$ cat src/rtl/pfd_pkg.sv
package pfd_pkg;

  typedef struct packed {
    logic drv_hi;
    logic drv_lo;
    logic drv_en;
    logic up_o;
    logic od_sink;
    logic lock_n;
  } pump_t;

  // Polarity-aware mapping from the two pending flags to the pump outputs.
  function automatic pump_t map_pump(logic ref_f, logic fb_f, logic slope_pos);
    pump_t p;
    logic  raise_v;
    logic  lower_v;
    raise_v   = slope_pos ? ref_f : fb_f;
    lower_v   = slope_pos ? fb_f  : ref_f;
    p.drv_hi  = raise_v & ~lower_v;
    p.drv_lo  = lower_v & ~raise_v;
    p.drv_en  = raise_v ^ lower_v;
    p.up_o    = lower_v;
    p.od_sink = raise_v;
    p.lock_n  = ~(ref_f ^ fb_f);
    return p;
  endfunction

endpackage

$ cat src/rtl/pfd_sync_edge.sv
module pfd_sync_edge #(
  parameter int STAGES = 2
) (
  input  logic clk,
  input  logic rst_n,
  input  logic async_in,
  output logic lvl,
  output logic rise
);
  logic [STAGES-1:0] sh_q;
  logic              prev_q;

  always_ff @(posedge clk or negedge rst_n) begin
    if (!rst_n) begin
      sh_q   <= '0;
      prev_q <= 1'b0;
    end else begin
      sh_q   <= {sh_q[STAGES-2:0], async_in};
      prev_q <= sh_q[STAGES-1];
    end
  end

  assign lvl  = sh_q[STAGES-1];
  assign rise = lvl & ~prev_q;

  // an edge event lasts one cycle only
  a_r7_single_rise: assert property (@(posedge clk) disable iff (!rst_n)
    rise |=> !rise);

endmodule

$ cat src/rtl/pfd_flags.sv
module pfd_flags #(
  parameter int RST_DLY = 3
) (
  input  logic clk,
  input  logic rst_n,
  input  logic ref_rise,
  input  logic fb_rise,
  output logic ref_f,
  output logic fb_f
);
  localparam int CW = $clog2(RST_DLY + 1);

  logic [CW-1:0] cnt_q;
  logic          both;
  logic          clr;

  assign both = ref_f & fb_f;
  assign clr  = both && (cnt_q == CW'(RST_DLY - 1));

  always_ff @(posedge clk or negedge rst_n) begin
    if (!rst_n) begin
      ref_f <= 1'b0;
      fb_f  <= 1'b0;
      cnt_q <= '0;
    end else begin
      // an edge landing on the clear cycle re-arms its flag
      ref_f <= clr ? ref_rise : (ref_f | ref_rise);
      fb_f  <= clr ? fb_rise  : (fb_f  | fb_rise);
      cnt_q <= both ? cnt_q + 1'b1 : '0;
    end
  end

  // the shared hold lasts at least two cycles
  a_r8_min_hold: assert property (@(posedge clk) disable iff (!rst_n)
    $rose(both) |=> both);

  // the shared hold ends once the delay count is reached
  a_r8_hold_ends: assert property (@(posedge clk) disable iff (!rst_n)
    (both && cnt_q == CW'(RST_DLY - 1)) |=> !(ref_f && fb_f));

endmodule

$ cat src/rtl/pfd_outmap.sv
module pfd_outmap
  import pfd_pkg::*;
(
  input  logic clk,
  input  logic rst_n,
  input  logic slope_pos,
  input  logic ref_f,
  input  logic fb_f,
  input  logic ref_lvl,
  input  logic fb_lvl,
  output pump_t pump,
  output logic mon
);
  assign pump = map_pump(ref_f, fb_f, slope_pos);
  assign mon  = slope_pos ? ref_lvl : fb_lvl;

  // with nothing pending, every pump output is idle
  a_r5_idle_quiet: assert property (@(posedge clk) disable iff (!rst_n)
    (!ref_f && !fb_f) |-> (!pump.drv_en && !pump.up_o && !pump.od_sink));

  // the main drive never requests both levels at once
  a_r2_drive_exclusive: assert property (@(posedge clk) disable iff (!rst_n)
    !(pump.drv_hi && pump.drv_lo));

endmodule

$ cat src/rtl/pfd_polsel.sv
module pfd_polsel
  import pfd_pkg::*;
#(
  parameter int SYNC_STAGES = 2,
  parameter int RST_DLY     = 3
) (
  input  logic clk,
  input  logic rst_n,
  input  logic slope_pos,
  input  logic ref_in,
  input  logic fb_in,
  output logic pump_hi,
  output logic pump_lo,
  output logic pump_oe,
  output logic up_out,
  output logic od_sink,
  output logic lock_n,
  output logic mon_out
);
  localparam int NCH = 2;

  logic [NCH-1:0] raw;
  logic [NCH-1:0] lvl;
  logic [NCH-1:0] rise;
  logic           ref_f;
  logic           fb_f;
  pump_t          pump;

  assign raw = {fb_in, ref_in};

  for (genvar i = 0; i < NCH; i++) begin : g_sync
    pfd_sync_edge #(.STAGES(SYNC_STAGES)) u_sync (
      .clk     (clk),
      .rst_n   (rst_n),
      .async_in(raw[i]),
      .lvl     (lvl[i]),
      .rise    (rise[i])
    );
  end

  pfd_flags #(.RST_DLY(RST_DLY)) u_flags (
    .clk     (clk),
    .rst_n   (rst_n),
    .ref_rise(rise[0]),
    .fb_rise (rise[1]),
    .ref_f   (ref_f),
    .fb_f    (fb_f)
  );

  pfd_outmap u_map (
    .clk      (clk),
    .rst_n    (rst_n),
    .slope_pos(slope_pos),
    .ref_f    (ref_f),
    .fb_f     (fb_f),
    .ref_lvl  (lvl[0]),
    .fb_lvl   (lvl[1]),
    .pump     (pump),
    .mon      (mon_out)
  );

  assign pump_hi = pump.drv_hi;
  assign pump_lo = pump.drv_lo;
  assign pump_oe = pump.drv_en;
  assign up_out  = pump.up_o;
  assign od_sink = pump.od_sink;
  assign lock_n  = pump.lock_n;

  // the lock indicator drops exactly when the main output is enabled
  a_r6_lock_tracks_drive: assert property (@(posedge clk) disable iff (!rst_n)
    lock_n == !pump_oe);

  // in the shared hold both external outputs assert and the main output floats
  a_r8_hold_outputs: assert property (@(posedge clk) disable iff (!rst_n)
    (up_out && od_sink) |-> (!pump_oe && lock_n));

endmodule

$ cat config.mk
export PLATFORM = sky130hd
export DESIGN_NAME = pfd_polsel
export DESIGN_NICKNAME = d
export VERILOG_FILES = /design/src/rtl/pfd_pkg.sv /design/src/rtl/pfd_sync_edge.sv /design/src/rtl/pfd_flags.sv /design/src/rtl/pfd_outmap.sv /design/src/rtl/pfd_polsel.sv
export SDC_FILE = /design/constraint.sdc
export NUM_CORES = 1
export LEC_CHECK = 0
export BUFFER_PORTS_ARGS = -buffer_cell sky130_fd_sc_hd__buf_2
export CAP_MARGIN = 20
export CORE_AREA = 2 2 39 41
export CTS_BUF_LIST = sky130_fd_sc_hd__clkbuf_16
export CTS_CLUSTER_SIZE = 30
export DETAILED_ROUTE_END_ITERATION = 10
export DIE_AREA = 0 0 41 43
export SYNTH_ARGS = -nofsm -noshare
export SYNTH_HDL_FRONTEND = slang
export SYNTH_SLANG_ARGS = --single-unit
$ cat constraint.sdc
create_clock -name clk -period 1.6 [get_ports clk]
set_clock_uncertainty 0.2 [all_clocks]
set_input_delay 0.32 -clock clk [delete_from_list [all_inputs] [get_ports clk]]
set_output_delay 0.32 -clock clk [all_outputs]
set_load 0.02 [all_outputs]
=== After elaboration in Yosys (flattened, before gate mapping) ===
Cells that the tools add are included.

* Output and inout bits: 7
* Logic and storage cells: 30
* Register bits after elaboration: 10
* Input bits: 5

* Mux-type cells: 6
* Bitwise operators: 14
* Reduce and logical (&&, ||, !) cells: 1
* $add $sub $neg: 1
* Equal/unequal tests: 1

{| class="wikitable"
|+ Operator list
! cell !! number
|-
| AND 1 bit || 5
|-
| two-way mux 1 bit || 5
|-
| NOT 1 bit || 5
|-
| adder 2 x 1 -> 2 bit (second input constant) || 1
|-
| equality test 2 bit (second input constant) || 1
|-
| two-way mux 2 bit || 1
|-
| bitwise OR 1 bit || 2
|-
| bitwise XOR 1 bit || 2
|-
| logical AND 1 bit || 1
|}

=== Longest topological paths before layout ===
* Depth after elaboration: 4
* Depth in mapped cells: 4
* Gate-level depth less buffers: 4

=== Modules after synthesis ===
From an unflattened synthesis, not the netlist that was laid out.

* Cells, all modules: 34
* Area total of the unflattened synthesis: 404.1 µm²

{| class="wikitable"
|+ Modules (own cells, without submodules)
! module !! cells each !! times used !! area an instance (µm²) !! seq. area each (µm²)
|-
| pfd_sync_edge || 4 || 2 || 88.8 || 75.1
|-
| pfd_flags || 13 || 1 || 150.1 || 100.1
|-
| pfd_outmap || 13 || 1 || 76.3 || 0.0
|}

=== Worst setup path after synthesis ===
OpenSTA, ideal clock, no wires.

* Path type: register to output
* From: reg u_flags.ref_f
* To: out pump_oe
* Setup slack: -49 ps
* Path buffers: 0
* Data arrival time: 1129 ps
* Cell stages (with the launch flop): 5
* Required time: 1080 ps
* Path through: dfrtp_1 mux2i_1 inv_1 ha_1 inv_1

* Word-level cells in the longest chain between the ends: 2
* Elaborated cells between the ends (all ways): 3
* Those cells by class: mux: 2; bitwise: 1

{| class="wikitable"
|+ Ends and longest elaborated chain
! what !! line !! RTL
|-
| from (decl) || pfd_flags.sv:8 || <nowiki>output logic ref_f,</nowiki>
|-
| from (signal assigned) || pfd_flags.sv:27 || <nowiki>ref_f <= clr ? ref_rise : (ref_f | ref_rise);</nowiki>
|-
| two-way mux 1 bit || pfd_pkg.sv:17 || <nowiki>raise_v = slope_pos ? ref_f : fb_f;</nowiki>
|-
| named net od_sink || pfd_polsel.sv:16 || <nowiki>output logic od_sink,</nowiki>
|-
| bitwise XOR 1 bit || pfd_pkg.sv:21 || <nowiki>p.drv_en = raise_v ^ lower_v;</nowiki>
|-
| to (decl) || pfd_polsel.sv:14 || <nowiki>output logic pump_oe,</nowiki>
|}

The timed path passes the listed nets, and every way through them passes these cells.

=== Final worst setup path ===
* From: reg u_flags.ref_f
* To: out pump_oe

* Word-level cells in the longest chain between the ends: 2
* Elaborated cells between the ends (all ways): 3
* Those cells by class: mux: 2; bitwise: 1

{| class="wikitable"
|+ Ends and longest elaborated chain
! what !! line
|-
| two-way mux 1 bit (on tied branches) || pfd_pkg.sv:17, pfd_pkg.sv:18
|-
| bitwise XOR 1 bit * || pfd_pkg.sv:21
|}

Mark *: on every way between the ends. The rest lies on a longest branch, timed or not.

==> tab_implementation.tex <==
\begin{tabular}{lr}
\hline
Metric & Value \\
\hline
\multicolumn{2}{l}{\textbf{Setup path}} \\
\quad Critical path type & register to output port \\
\quad Worst path max stage delay & 0.40 ns \\
\quad Required time reported for the critical path endpoint & 1.08 ns \\
\quad Category of the worst setup path capture point & output port \\
\quad Cell repeated most along the worst path & inv\_2 \\
\quad Arrival time of data at the critical path endpoint & 1.31 ns \\
\quad Sequence of cells on the critical path & mux2i\_2 > inv\_2 > ha\_4 > inv\_2 > buf\_6 \\
\quad Critical Path Slowest Stage Cell & dfrtp\_1 \\
\quad Element type at the critical path start & register \\
\quad Max Fanout on Critical Path & 3 \\
\multicolumn{2}{l}{\textbf{Detailed routing}} \\
\quad Iteration-0 DRC Markers & 1 \\
\quad Routed WL & 640 µm \\
\quad DRC Markers & 0 \\
\quad Via count & 269 \\
\quad WL per Instance & 9.70 µm \\
\quad Vias/cell & 4.08 \\
\quad Remaining antenna violation count after routing & 0 \\
\quad Pre-Repair DR Iteration Count & 2 \\
\multicolumn{2}{l}{\textbf{STA}} \\
\quad Period utilization & 114\% \\
\quad Number of max-slew violations in the final report & 0 \\
\quad Final worst-path setup slack & -0.232 ns \\
\quad Final min period & 1.83 ns \\
\quad Setup TNS & -0.701 ns \\
\quad Maximum clock rate & 0.546 GHz \\
\quad Unrepaired setup endpoints after global routing & yes \\
\quad Max transition margin & 83.6\% \\
\quad Hold WS & 0.146 ns \\
\quad Final Setup Violations & 5 \\
\quad Final hold vios & 0 \\
\quad Transition time at the pin with the least slew margin & 0.242 ns \\
\multicolumn{2}{l}{\textbf{Floorplanning}} \\
\quad Number of rows created at floorplan & 14 \\
\quad Floorplan Core Area & 1380 µm² \\
\quad Top-level I/O count & 12 \\
\quad Initial core utilization & 28.3\% \\
\quad Width of the die & 41 µm \\
\quad Die Y-Extent & 43 µm \\
\quad Floorplan die area & 1760 µm² \\
\multicolumn{2}{l}{\textbf{Min path}} \\
\quad Hold WC Path Type & register to register \\
\multicolumn{2}{l}{\textbf{Logic synthesis}} \\
\quad Summed instance area of the synthesized netlist & 392 µm² \\
\quad Number of cells produced by synthesis & 29 \\
\quad Avg Cell Area, Syn & 13.5 µm² \\
\quad Leading area contributor after synthesis & dfrtp\_1 \\
\quad Portion of the post-synthesis area used by sequential elements & 63.9\% \\
\quad Syn Nets & 38 \\
\quad Post-synthesis cell type count & 8 \\
\quad Share of Yosys cell area claimed by the top area cell type & 63.9\% \\
\quad Total of warnings raised by yosys & 0 \\
\quad Leading cell types by total area after synthesis & dfrtp\_1 64\%, ha\_1 13\%, inv\_1 6.7\% \\
\quad Count of state elements after synthesis & 10 \\
\multicolumn{2}{l}{\textbf{Place}} \\
\quad Post-place setup slack & -0.154 ns \\
\quad Final weighted congestion of routability-driven global placement & 0.658 \\
\quad Cell Area, Placed & 489 µm² \\
\quad HPWL after detailed placement & 432 µm \\
\quad Count of port buffers added during placement & 11 \\
\multicolumn{2}{l}{\textbf{GRT}} \\
\quad Layer with the highest usage & met4 \\
\quad Met2 global-route usage & 10.9\% \\
\quad Gr usage total & 9.03\% \\
\quad Initial antenna violation count & 0 \\
\quad Grt met3 use & 4.71\% \\
\quad Global-route wire length before repair & 910 µm \\
\quad Maximum number of pins on one net before global-route repair & 11 \\
\quad Remaining global-route overflow & 0 \\
\quad Met1 Use GR & 8.97\% \\
\quad Vias in the first global route & 229 \\
\multicolumn{2}{l}{\textbf{Final layout}} \\
\quad Layout area overhead & 72.2\% \\
\quad Fraction of layout instances using a drive strength above 1 & 52.0\% \\
\quad Finished layout cell area & 674 µm² \\
\quad Inserted Diodes & 0 \\
\quad Final core utilization & 48.7\% \\
\quad Number of nets at the end of the flow & 61 \\
\multicolumn{2}{l}{\textbf{CTS}} \\
\quad Clock root buffer & clkbuf\_16 \\
\quad Maximum clock path buffer count & 2 \\
\quad Clock Pin Slew Worst Setup and Hold Paths & 0.04 ns \\
\quad Clock net sink count & 10 \\
\quad Number of buffers added by the clock tree synthesis step & 3 \\
\quad CTS tree & yes \\
\quad Insertion delay of the later-clocked pin in the worst-skew pair & 0.23 ns \\
\quad H-tree depth & 1 \\
\multicolumn{2}{l}{\textbf{Power and ir drop}} \\
\quad Worst vdd ir & 1080 µV \\
\quad Pwr dens & 2130 nW/µm² \\
\quad Static Leak & 0.000329 µW \\
\multicolumn{2}{l}{\textbf{Run}} \\
\quad Max-capacitance violation count & 0 \\
\multicolumn{2}{l}{\textbf{Outcome}} \\
\quad Run status & complete, but fails checks \\
\quad Failing checks & setup timing \\
\hline
\end{tabular}
[worst max-delay path: cells and delay by family (launching register included)]
kind	cells	cell delay, ns
muxes	1	0.20
DFF	1	0.40
adders and majority gates	1	0.26
buffers and inverters	3	0.22
[synthesized netlist by cell type]
cell type and instances:
mux2i_1 2, ha_1 4, inv_1 7, mux2_1 1
nor2b_1 2, nand2_1 1, a22o_1 2, dfrtp_1 10
[cell usage in the layout (no fill, tap or decap), drive strengths merged]
master / count
dlygate4sd3: 3
nor2b: 2
clkbuf: 3
ha: 4
mux2: 1
mux2i: 2
nand2: 1
inv: 7
buf: 15
dfrtp: 10
a22o: 2
[per-stage QoR]
step           instances  total power [µW]
2_1_floorplan         29               648
4_1_cts               66              1410
5_1_grt               66              1530
3_3_place_gp          59               802
3_5_place_dp          59               805
6_report              66              1440
[report_power, final]
group / total, µW / internal (µW) / switching, µW
clock: 421 / 322 / 98.9
sequential: 343 / 309 / 34.6
combinational: 675 / 358 / 317
total: 1440 / 989 / 451
[state kept, by name (all words and copies together), names as in the netlist]
signal	flops
g_sync.u_sync.sh_q	4
g_sync.u_sync.prev_q	2
u_flags.cnt_q	2
u_flags.fb_f	1
u_flags.ref_f	1
[routing by layer]
metal | vias up | share of wire, %
li1 | 132 | -
met1 | 119 | 44
met2 | 14 | 43
met3 | 4 | 7.7
met4 | 0 | 5.3
met5 | - | 0
[cells by family (layout without fill, tap and decap cells)]
| kind of cell | count (synthesis) | in the layout | share of synthesized area [%] |
|---|---|---|---|
| flip-flops | 10 | 10 | 63.9 |
| multiplexers | 3 | 3 | 7.99 |
| adder cells (fa/ha/maj) | 4 | 4 | 12.8 |
| AND/OR/NAND/NOR | 3 | 3 | 4.15 |
| AO/OA/AOI/OAI | 2 | 2 | 4.47 |
| buffers and inverters | 7 | 28 | 6.71 |
[repair_timing]
item	in CTS	in global routing
gates cloned	0	0
setup endpoints to repair	5	6
gates resized for setup	12	5
buffers inserted	1	1
hold buffers	3	0
pin swaps	1	1
hold endpoints to repair	12	0
[cell type report]
cell class / count / area (µm²)
Fill cell: 116 / 709
Tap cell: 16 / 20.0
Multi-Input combinational cell: 12 / 154
Timing Repair Buffer: 18 / 149
Inverter: 7 / 26.3
Sequential cell: 10 / 250
Clock buffer: 3 / 75.1
[worst paths after layout]
kind	from	to	slack, ns	cells after the start
hold reg to reg	g_sync[1].u_sync.sh_q[0]	g_sync[1].u_sync.sh_q[1]	0.15	0
max in group asynchronous	rst_n	u_flags.fb_f	0.75	2
setup reg to reg	u_flags.ref_f	u_flags.fb_f	0.37	4
min in group asynchronous	rst_n	g_sync[0].u_sync.sh_q[0]	0.27	2
hold / removal	g_sync[1].u_sync.sh_q[0]	g_sync[1].u_sync.sh_q[1]	0.15	0
setup / recovery	u_flags.ref_f	pump_oe	-0.23	5
No activity file was read; power rests on OpenSTA's default activity.
